[src/rtl/pbuf_pkg.sv]
package pbuf_pkg;

    typedef enum logic {
        DIR_WR = 1'b0,
        DIR_RD = 1'b1
    } dir_e;

    // Byte-lane mask of the first doubleword touched by a host write.
    function automatic logic [3:0] first_lanes(input logic [1:0] off, input logic word);
        return word ? (4'b0011 << off) : (4'b0001 << off);
    endfunction

    // Host write data placed on the memory lanes of the first doubleword.
    function automatic logic [31:0] first_data(input logic [1:0] off, input logic [15:0] wdata);
        return {16'h0000, wdata} << {off, 3'b000};
    endfunction

endpackage

[src/rtl/pbuf_wfifo.sv]
module pbuf_wfifo #(
    parameter int DEPTH = 4,
    parameter int DW    = 8
) (
    input  logic                         clk,
    input  logic                         rst_n,
    input  logic                         push_a,
    input  logic [DW-1:0]                data_a,
    input  logic                         push_b,
    input  logic [DW-1:0]                data_b,
    input  logic                         pop,
    output logic [DW-1:0]                head,
    output logic [$clog2(DEPTH):0]       level
);
    localparam int PW = $clog2(DEPTH);
    localparam int CW = PW + 1;

    typedef struct packed {
        logic [PW-1:0] wp;
        logic [PW-1:0] rp;
        logic [CW-1:0] lvl;
    } fs_t;

    fs_t           f_q, f_d;
    logic [DW-1:0] mem [DEPTH];
    logic [PW-1:0] wp_b;

    always_comb begin
        f_d  = f_q;
        wp_b = f_q.wp + PW'(1);
        if (pop)
            f_d.rp = f_q.rp + PW'(1);
        if (push_a)
            f_d.wp = push_b ? f_q.wp + PW'(2) : wp_b;
        f_d.lvl = f_q.lvl + CW'(push_a) + CW'(push_b) - CW'(pop);
    end

    always_ff @(posedge clk) begin
        if (!rst_n)
            f_q <= '0;
        else
            f_q <= f_d;
    end

    always_ff @(posedge clk) begin
        if (push_a)
            mem[f_q.wp] <= data_a;
        if (push_b)
            mem[wp_b] <= data_b;
    end

    assign head  = mem[f_q.rp];
    assign level = f_q.lvl;

endmodule

[src/rtl/pbuf_rbytes.sv]
module pbuf_rbytes #(
    parameter int DEPTH = 8
) (
    input  logic                   clk,
    input  logic                   rst_n,
    input  logic                   flush,
    input  logic                   push,
    input  logic [31:0]            push_word,
    input  logic [1:0]             push_lane,
    input  logic [1:0]             pop_n,
    output logic [7:0]             head0,
    output logic [7:0]             head1,
    output logic [$clog2(DEPTH):0] level
);
    localparam int PW = $clog2(DEPTH);
    localparam int CW = PW + 1;

    typedef struct packed {
        logic [PW-1:0] wp;
        logic [PW-1:0] rp;
        logic [CW-1:0] lvl;
    } rs_t;

    rs_t                 r_q, r_d;
    logic [7:0]          mem [DEPTH];
    logic [2:0]          pcnt;
    logic [PW-1:0]       rp_n1;
    logic [3:0][PW-1:0]  slot;
    logic [3:0][1:0]     lane;
    logic [3:0][7:0]     wbyte;
    logic [3:0]          wen;

    assign pcnt  = 3'd4 - {1'b0, push_lane};
    assign rp_n1 = r_q.rp + PW'(1);

    // Bytes from lane push_lane upward go into consecutive slots.
    for (genvar j = 0; j < 4; j++) begin : g_lane
        assign slot[j]  = r_q.wp + PW'(j);
        assign lane[j]  = push_lane + 2'(j);
        assign wbyte[j] = push_word[{lane[j], 3'b000} +: 8];
        assign wen[j]   = push && !flush && (3'(j) < pcnt);
    end

    always_comb begin
        r_d = r_q;
        if (flush) begin
            r_d.rp  = r_q.wp;
            r_d.lvl = '0;
        end else begin
            r_d.rp = r_q.rp + PW'(pop_n);
            if (push)
                r_d.wp = r_q.wp + PW'(pcnt);
            r_d.lvl = r_q.lvl + (push ? CW'(pcnt) : CW'(0)) - CW'(pop_n);
        end
    end

    always_ff @(posedge clk) begin
        if (!rst_n)
            r_q <= '0;
        else
            r_q <= r_d;
    end

    always_ff @(posedge clk) begin
        for (int j = 0; j < 4; j++) begin
            if (wen[j])
                mem[slot[j]] <= wbyte[j];
        end
    end

    assign head0 = mem[r_q.rp];
    assign head1 = mem[rp_n1];
    assign level = r_q.lvl;

endmodule

[src/rtl/pbuf_port.sv]
module pbuf_port
    import pbuf_pkg::*;
#(
    parameter int AW       = 17,
    parameter int WF_DEPTH = 4,
    parameter int RB_DEPTH = 8
) (
    input  logic          clk,
    input  logic          rst_n,
    input  logic          ptr_ld,
    input  logic [AW-1:0] ptr_addr,
    input  logic          ptr_rd,
    input  logic          ptr_inc,
    output logic [AW-1:0] ptr_cur,
    input  logic          dat_rd,
    input  logic          dat_wr,
    input  logic          dat_word,
    input  logic [15:0]   dat_wdata,
    output logic [15:0]   dat_rdata,
    output logic          dat_ready,
    output logic          wf_busy,
    output logic [AW-3:0] ram_addr,
    output logic          ram_rd_n,
    output logic [3:0]    ram_we_n,
    output logic [31:0]   ram_wdata,
    input  logic [31:0]   ram_rdata
);
    localparam int DWA = AW - 2;
    localparam int EW  = DWA + 36;
    localparam int WCW = $clog2(WF_DEPTH) + 1;
    localparam int RCW = $clog2(RB_DEPTH) + 1;

    typedef struct packed {
        logic [AW-1:0] ptr;
        dir_e          dir;
        logic          inc;
        logic [AW-1:0] fetch;
        logic          pend;
        logic [1:0]    plane;
    } st_t;

    st_t            s_q, s_d;

    logic [WCW-1:0] wlvl, wneed, wfree;
    logic [RCW-1:0] rlvl, rneed;
    logic [EW-1:0]  whead, ent_a, ent_b;
    logic [7:0]     h0, h1;
    logic [1:0]     off, pop_n;
    logic [AW-1:0]  step;
    logic [DWA-1:0] dw_here, dw_next;
    logic           split, wr_ok, rd_ok, flush, issue, mw;

    always_comb begin
        off   = s_q.ptr[1:0];
        split = dat_word && (off == 2'd3);
        wneed = split ? WCW'(2) : WCW'(1);
        wfree = WCW'(WF_DEPTH) - wlvl;
        rneed = dat_word ? RCW'(2) : RCW'(1);
        step  = dat_word ? AW'(2) : AW'(1);

        wr_ok = dat_wr && !ptr_ld && (s_q.dir == DIR_WR) && (wfree >= wneed);
        rd_ok = dat_rd && !ptr_ld && (s_q.dir == DIR_RD) && (rlvl >= rneed);
        pop_n = rd_ok ? (dat_word ? 2'd2 : 2'd1) : 2'd0;

        // A pointer load, or a read that does not advance, drops the prefetch.
        flush = ptr_ld || (rd_ok && !s_q.inc);
        mw    = (wlvl != '0);
        issue = !mw && (s_q.dir == DIR_RD) && !s_q.pend && !flush
                && (rlvl <= RCW'(RB_DEPTH - 4));

        s_d      = s_q;
        s_d.pend = issue;
        if (issue) begin
            s_d.plane = s_q.fetch[1:0];
            s_d.fetch = {s_q.fetch[AW-1:2] + DWA'(1), 2'b00};
        end
        if ((wr_ok || rd_ok) && s_q.inc)
            s_d.ptr = s_q.ptr + step;
        if (rd_ok && !s_q.inc)
            s_d.fetch = s_q.ptr;
        if (ptr_ld) begin
            s_d.ptr   = ptr_addr;
            s_d.dir   = ptr_rd ? DIR_RD : DIR_WR;
            s_d.inc   = ptr_inc;
            s_d.fetch = ptr_addr;
        end
    end

    always_ff @(posedge clk) begin
        if (!rst_n)
            s_q <= '0;
        else
            s_q <= s_d;
    end

    assign dw_here = s_q.ptr[AW-1:2];
    assign dw_next = dw_here + DWA'(1);
    assign ent_a   = {dw_here, first_lanes(off, dat_word), first_data(off, dat_wdata)};
    assign ent_b   = {dw_next, 4'b0001, 24'h000000, dat_wdata[15:8]};

    pbuf_wfifo #(
        .DEPTH (WF_DEPTH),
        .DW    (EW)
    ) u_wf (
        .clk    (clk),
        .rst_n  (rst_n),
        .push_a (wr_ok),
        .data_a (ent_a),
        .push_b (wr_ok && split),
        .data_b (ent_b),
        .pop    (mw),
        .head   (whead),
        .level  (wlvl)
    );

    pbuf_rbytes #(
        .DEPTH (RB_DEPTH)
    ) u_rb (
        .clk       (clk),
        .rst_n     (rst_n),
        .flush     (flush),
        .push      (s_q.pend),
        .push_word (ram_rdata),
        .push_lane (s_q.plane),
        .pop_n     (pop_n),
        .head0     (h0),
        .head1     (h1),
        .level     (rlvl)
    );

    assign ptr_cur   = s_q.ptr;
    assign dat_ready = wr_ok || rd_ok;
    assign dat_rdata = dat_word ? {h1, h0} : {8'h00, h0};
    assign wf_busy   = mw;
    assign ram_addr  = mw ? whead[EW-1 -: DWA] : s_q.fetch[AW-1:2];
    assign ram_we_n  = mw ? ~whead[35:32] : 4'b1111;
    assign ram_wdata = whead[31:0];
    assign ram_rd_n  = !issue;

endmodule

[config.mk]
export PLATFORM = sky130hd
export DESIGN_NAME = pbuf_port
export DESIGN_NICKNAME = d
export VERILOG_FILES = /design/src/rtl/pbuf_pkg.sv /design/src/rtl/pbuf_wfifo.sv /design/src/rtl/pbuf_rbytes.sv /design/src/rtl/pbuf_port.sv
export SDC_FILE = /design/constraint.sdc
export NUM_CORES = 1
export LEC_CHECK = 0
export BUFFER_PORTS_ARGS = -buffer_cell sky130_fd_sc_hd__buf_2
export CORE_MARGIN = 10
export CORE_UTILIZATION = 40
export DETAILED_ROUTE_END_ITERATION = 12
export PLACE_DENSITY_LB_ADDON = 0.25
export RECOVER_POWER = 25
export SLEW_MARGIN = 20
export SYNTH_ARGS = -nofsm -noshare
export SYNTH_HDL_FRONTEND = slang
export SYNTH_SLANG_ARGS = --single-unit
[constraint.sdc]
create_clock -name clk -period 6 [get_ports clk]
set_input_delay 0.3 -clock clk [delete_from_list [all_inputs] [get_ports clk]]
set_output_delay 0.3 -clock clk [all_outputs]
set_load 0.02 [all_outputs]
### Yosys cells after proc, flatten, opt, wreduce, memory -nomap -nowiden

Memories as Yosys holds them, arrays and structs flattened. A register that Yosys moved wholly into a read port is not among the register bits.
Index checks and enable logic that the tools add are counted.

| word-level totals | value |
|---|---|
| register bits | 56 |
| bits in latches | 0 |
| RAM bits | 268 |
| ROM bits | 0 |
| input port bits | 73 |
| output and inout bits | 87 |
| logic and storage cells | 119 |
| memories kept | 2 |

| operators by class | value |
|---|---|
| add/sub/neg operators | 22 |
| multiply operators | 0 |
| div/mod/pow operators | 0 |
| $lt $le $gt $ge | 7 |
| equal/unequal tests | 1 |
| shift operators | 7 |
| multiplexer cells | 32 |
| bitwise operators | 4 |
| reductions and logical operators | 32 |

Memories:

| memory | depth | bits a word | read ports | clocked after Yosys merged registers in | write ports | RTL line | source |
|---|---|---|---|---|---|---|---|
| u_wf.mem | 4 | 51 | 1 | 1 | 2 | pbuf_wfifo.sv:25 | `logic [DW-1:0] mem [DEPTH];` |
| u_rb.mem | 8 | 8 | 2 | 1 | 4 | pbuf_rbytes.sv:25 | `logic [7:0] mem [DEPTH];` |

Operator list:

| cell | count |
|---|---|
| 32-bit by 6-bit indexed part select with 8-bit output | 4 |
| 17-bit 2-to-1 mux | 3 |
| 36-bit 2-to-1 mux | 1 |
| 16-bit by 5-bit << shifter with 32-bit output | 1 |
| 15-bit by 1-bit adder with 15-bit output, second input constant | 2 |
| 1-bit logical AND | 19 |
| 17-bit by 2-bit adder with 17-bit output | 1 |
| 16-bit 2-to-1 mux | 1 |
| 2-bit 2-to-1 mux | 8 |
| 15-bit 2-to-1 mux | 1 |
| 1-bit 2-to-1 mux | 13 |
| 4-bit 2-to-1 mux | 2 |
| 7-bit 2-to-1 mux | 1 |
| 2-bit by 1-bit adder with 2-bit output, second input constant | 3 |
| 2-bit adder, second input constant | 3 |
| 3-bit by 1-bit adder with 3-bit output | 2 |
| 3-bit by 1-bit adder with 3-bit output, second input constant | 2 |
| 3-bit by 2-bit adder with 3-bit output, second input constant | 2 |
| 1-bit logical NOT | 6 |
| 1-bit by 3-bit < comparator with 1-bit output, first input constant | 2 |
| 2-bit by 3-bit < comparator with 1-bit output, first input constant | 2 |
| 3-bit 2-to-1 mux | 2 |
| 3-bit nonzero test | 2 |
| 4-bit adder | 1 |
| 18 further kinds | 21 |

### Longest topological paths before layout

| logic depth | value |
|---|---|
| depth in word-level cells | 12 |
| gate-level depth with buffers | 17 |
| depth with buffers taken out | 14 |

### Cells and area by module

From an unflattened synthesis, not the netlist that was laid out.

| second synthesis, totals | value |
|---|---|
| cell total of the unflattened synthesis | 1583 |
| area, all modules | 20604.8 um^2 |

Modules (own cells, without submodules):

| module | instances | cells each | area an instance (um^2) | seq. area each (um^2) |
|---|---|---|---|---|
| pbuf_wfifo | 1 | 548 | 10456.3 | 6306.0 |
| pbuf_rbytes | 1 | 562 | 6596.3 | 2122.0 |
| pbuf_port | 1 | 473 | 3552.2 | 780.7 |

### Worst setup path after synthesis

OpenSTA, ideal clock, no wires.

| timing path | value |
|---|---|
| path type | reg2reg |
| start | register s_q[0] (netlist name) |
| end | register u_rb.r_q (netlist bit u_rb.level[3]) |
| data arrival time | 3.574 ns |
| path slack | 2.310 ns |
| cell stages (with the launch flop) | 16 |
| buffers on the path | 5 |
| clock period less this slack | 3.690 ns |
| path through | dfxtp_1 buf_2 buf_4 buf_1 inv_1 ha_1 buf_2 buf_1 nand2_1 fa_1 inv_1 ha_1 a21o_1 a21oi_1 xnor2_1 nor2_1 |

| on the way | value |
|---|---|
| cells in the longest elaborated chain, start to end | 4 |

Ends and longest elaborated chain:

| item | RTL line | source |
|---|---|---|
| from (decl) | pbuf_port.sv:42 | `st_t s_q, s_d;` |
| from (signal assigned) | pbuf_port.sv:91 | `s_q <= '0;` |
| from (signal assigned) | pbuf_port.sv:93 | `s_q <= s_d;` |
| 3-bit by 2-bit subtractor with 3-bit output | pbuf_rbytes.sv:33 | `assign pcnt = 3'd4 - {1'b0, push_lane};` |
| 3-bit 2-to-1 mux | pbuf_rbytes.sv:53 | `r_d.lvl = r_q.lvl + (push ? CW'(pcnt) : CW'(0)) - CW'(pop_n);` |
| 4-bit adder | pbuf_rbytes.sv:53 |  |
| 4-bit by 2-bit subtractor with 4-bit output | pbuf_rbytes.sv:53 |  |
| to (signal assigned) | pbuf_rbytes.sv:61 | `r_q <= r_d;` |
| to (decl) | pbuf_rbytes.sv:24 | `rs_t r_q, r_d;` |

Every way passes these cells.
A chain may end at the register's enable or synchronous reset.

==> flow_summary_export.csv <==
group,metric,value,unit
power_and_ir_drop,irDropWorstVdd,0.183,mV
setup_path,worstSetupPathType,"in2reg",
setup_path,max_stage_delay,1.97,ns
power_and_ir_drop,power_leakage,7.49,nW
outcome,status,"finished with violations",
sta,timing.setup.tns,0,ns
clocking,insertion_delay,0.55,ns
setup_path,reg2reg_to,"u_rb.mem[1][5]$_DFFE_PP_",
sta,fmax,188,MHz
synth,netlist_area,19100,sq um
sta,hold_viol_final,0,
setup_path,crit_start,"dat_word",
power_and_ir_drop,powerDensity,343,nW/um^2
outcome,violations,"capacitance limit, slew limit",
die,dieWidth,238,microns
die,ios,160,
detailed_routing,wl_met3,5270,microns
detailed_routing,routedWlPerCell,26.1,microns
sta,tightest_slew,2.91,ns
clocking,cts_max_level,2,
global_route,grt_pass1_wl,95800,microns
cells_and_area,nNetsFinal,1908,
setup_path,rr_worst_depth,9,
synth,synthCells,1713,
clocking,cts_buffer_depth,3,
detailed_routing,vias,15700,
sta,finalCriticalPeriod,5.31,ns
setup_path,cp-start-kind,"primary input",
cells_and_area,syn2layout_area_growth,12.4,%
global_route,antenna_found_initial,1,
die,die_area,56900,sq um
hold_path,min_to,"s_q[20]$_SDFFE_PN0P_",
sta,worst_slack,0.689,ns
global_route,globalRouteOverflowTotal,0,
setup_path,critPathSlowestCell,"o21ai_0",
hold_path,min_from,"ptr_inc",
sta,fin_skew,0.0312,ns
clocking,post_cts_buffers,0,
die,die_y,238,microns
place,dp.cells,2362,
setup_path,rr_startpoint,"u_rb.level[0]$_SDFF_PP0_",
place,hpwl,44800,microns
die,core_area,46900,sq um
hold_path,hold_depth,3,
synth,syn-num-nets,1825,
sta,slew_headroom,-93.7,%
clocking,cts.sinks,326,
place,io_buffers,159,
synth,synth-edff-count,156,
cells_and_area,fin_util,45.8,%
setup_path,reg2reg_slack,0.85,ns
sta,post-route-period-util,88.5,%
run,drv_cap,5,
setup_path,cp_max_fo,15,
synth,synthArstFlopShare,0,%
detailed_routing,antenna_left,0,
sta,drv_slew,146,
cells_and_area,drive_gt1_share,18.9,%
place,gp_congestion,0.919,
cells_and_area,final_cells,2431,
cells_and_area,diodes,0,
synth,ys_ff_latch,326,
setup_path,path_cells,"buf_2 -> clkinv_1 -> ha_1 -> inv_1 -> o21ai_0 -> clkbuf_1 -> a21boi_2 -> a21oi_1 -> o311ai_0 -> buf_4",
sta,grt_setup_unrepaired,"no",
detailed_routing,via_per_inst,6.46,
place,placed_area,20300,sq um
detailed_routing,drt-pass1-iter-count,7,
detailed_routing,drc,0,
clocking,path_clk_slew,0.06,ns
synth,synth_warnings,0,
global_route,grt_use_total,21.6,%
setup_path,crit_arrival,5.59,ns
detailed_routing,drt_first_iter_violations,1870,
synth,synth_ff_type,"dfxtp_1",
synth,synth.distinct_cells,77,
global_route,grt_pass1_vias,15400,
place,place_ws,1.45,ns
detailed_routing,wl,63600,microns
setup_path,crit_required,6.28,ns
global_route,grt_max_degree,39,
synth,yosysSeqAreaShare,42.4,%
die,rows,79,
clocking,cts_buffers,37,
detailed_routing,dr_wl_met2,29600,microns
hold_path,hold_class,"in2reg",
detailed_routing,top_layer_used,"met5",
clocking,cts_tree,"yes",
cells_and_area,fin_area,21500,sq um
synth,avgSynthCellArea,11.1,sq um
detailed_routing,met1Wirelength,27400,microns
clocking,cts-root-buf,"clkbuf_16",
sta,finalSetupViolCount,0,
setup_path,cp-end-kind,"register",
die,start_util,40.7,%
## cell type report
class,instances,area (sq um)
Fill cell,4400,25400
Multi-Input combinational cell,1177,10100
Sequential cell,326,8090
Timing Repair Buffer,201,1010
Clock buffer,48,987
Tap cell,607,759
Clock inverter,19,290
Inverter,53,199
## routing by layer
layer  vias up  GRT usage, %
met2       805          34.7
li1       6932             -
met1      7855          29.2
met4         2          6.06
met5         -             0
met3       102          4.22
## synth_stat cells (33+ instances only)
library cell	n	area [sq um]
mux4_2	99	2230
a221oi_1	58	508
o2bb2ai_1	49	429
a32o_1	34	340
a22o_1	102	893
clkbuf_1	87	327
dfxtp_1	170	3400
mux2i_1	98	981
inv_1	50	188
nand2_1	121	454
nor2_1	66	248
edfxtp_1	156	4680
nand3_1	33	165
nor3_1	94	470
a21oi_1	43	215
buf_2	37	185
o21ai_0	58	290
## cells in the final DEF, fill, tap and decap left out, types with 30 or more instances in the layout
cell type,Yosys,final
a21oi_1,43,45
a221oi_1,58,58
a22o_1,102,102
a32o_1,34,34
buf_2,37,91
buf_4,19,30
clkbuf_1,87,86
clkbuf_16,0,37
dfxtp_1,170,167
edfxtp_1,156,156
ha_1,32,32
inv_1,50,49
mux2i_1,98,98
mux4_2,99,99
nand2_1,121,121
nand3_1,33,33
nor2_1,66,63
nor3_1,94,94
o21ai_0,58,57
o2bb2ai_1,49,49
## worst max path at each step
stage / endpoint / cells after the start
CTS: u_wf.mem[3][41]$_DFFE_PP_ / 9
global placement: u_wf.mem[3][38]$_DFFE_PP_ / 9
finish: u_rb.mem[1][5]$_DFFE_PP_ / 10
detailed placement: u_wf.mem[3][38]$_DFFE_PP_ / 9
floorplan: u_rb.level[3]$_SDFF_PP0_ / 15
global route: u_rb.mem[1][6]$_DFFE_PP_ / 10
## worst max-delay path: cells and delay by family
family / cells / cell delay, ns
fa+ha+maj: 1 / 0.47
compound gates: 4 / 3.30
buf+inv: 5 / 1.49
## through the flow
stage	power (mW)	hold slack (ns)
2_1_floorplan	4.34	0.427
3_3_place_gp	5.01	0.438
3_5_place_dp	5.04	0.446
4_1_cts	7.44	0.00900
5_1_grt	7.68	0.0400
6_report	7.36	0.0183
## where the power goes
part / internal [mW] / leakage [nW] / switching [mW] / total [mW]
clock: 1.44 / 0.617 / 0.957 / 2.40
combinational: 0.839 / 4.06 / 1.24 / 2.08
sequential: 2.62 / 2.81 / 0.265 / 2.89
## registers in the layout, indices dropped and copies added (netlist names), named ones only
register / count
s_q: 22
u_rb.level: 4
u_wf.level: 3
u_rb.mem: 64
u_rb.r_q: 6
u_wf.f_q: 4
ptr_cur: 17
u_wf.mem: 204
## cells by family (layout without fill, tap and decap cells)
logic type / after synthesis / after routing / share of synthesized area [%]
buffers and inverters: 210 / 321 / 4.79
adder cells (fa/ha/maj): 39 / 39 / 2.83
AO/OA/AOI/OAI: 476 / 476 / 19.7
XOR/XNOR: 29 / 29 / 1.33
multiplexers: 221 / 221 / 18.2
flip-flops: 326 / 326 / 42.4
AND/OR/NAND/NOR: 412 / 412 / 10.7
## what timing repair did
item	in CTS	in global routing
endpoints found under the hold margin	1	0
gates resized for setup	0	0
hold buffers	1	0
Power figures use the tool's default switching activity.
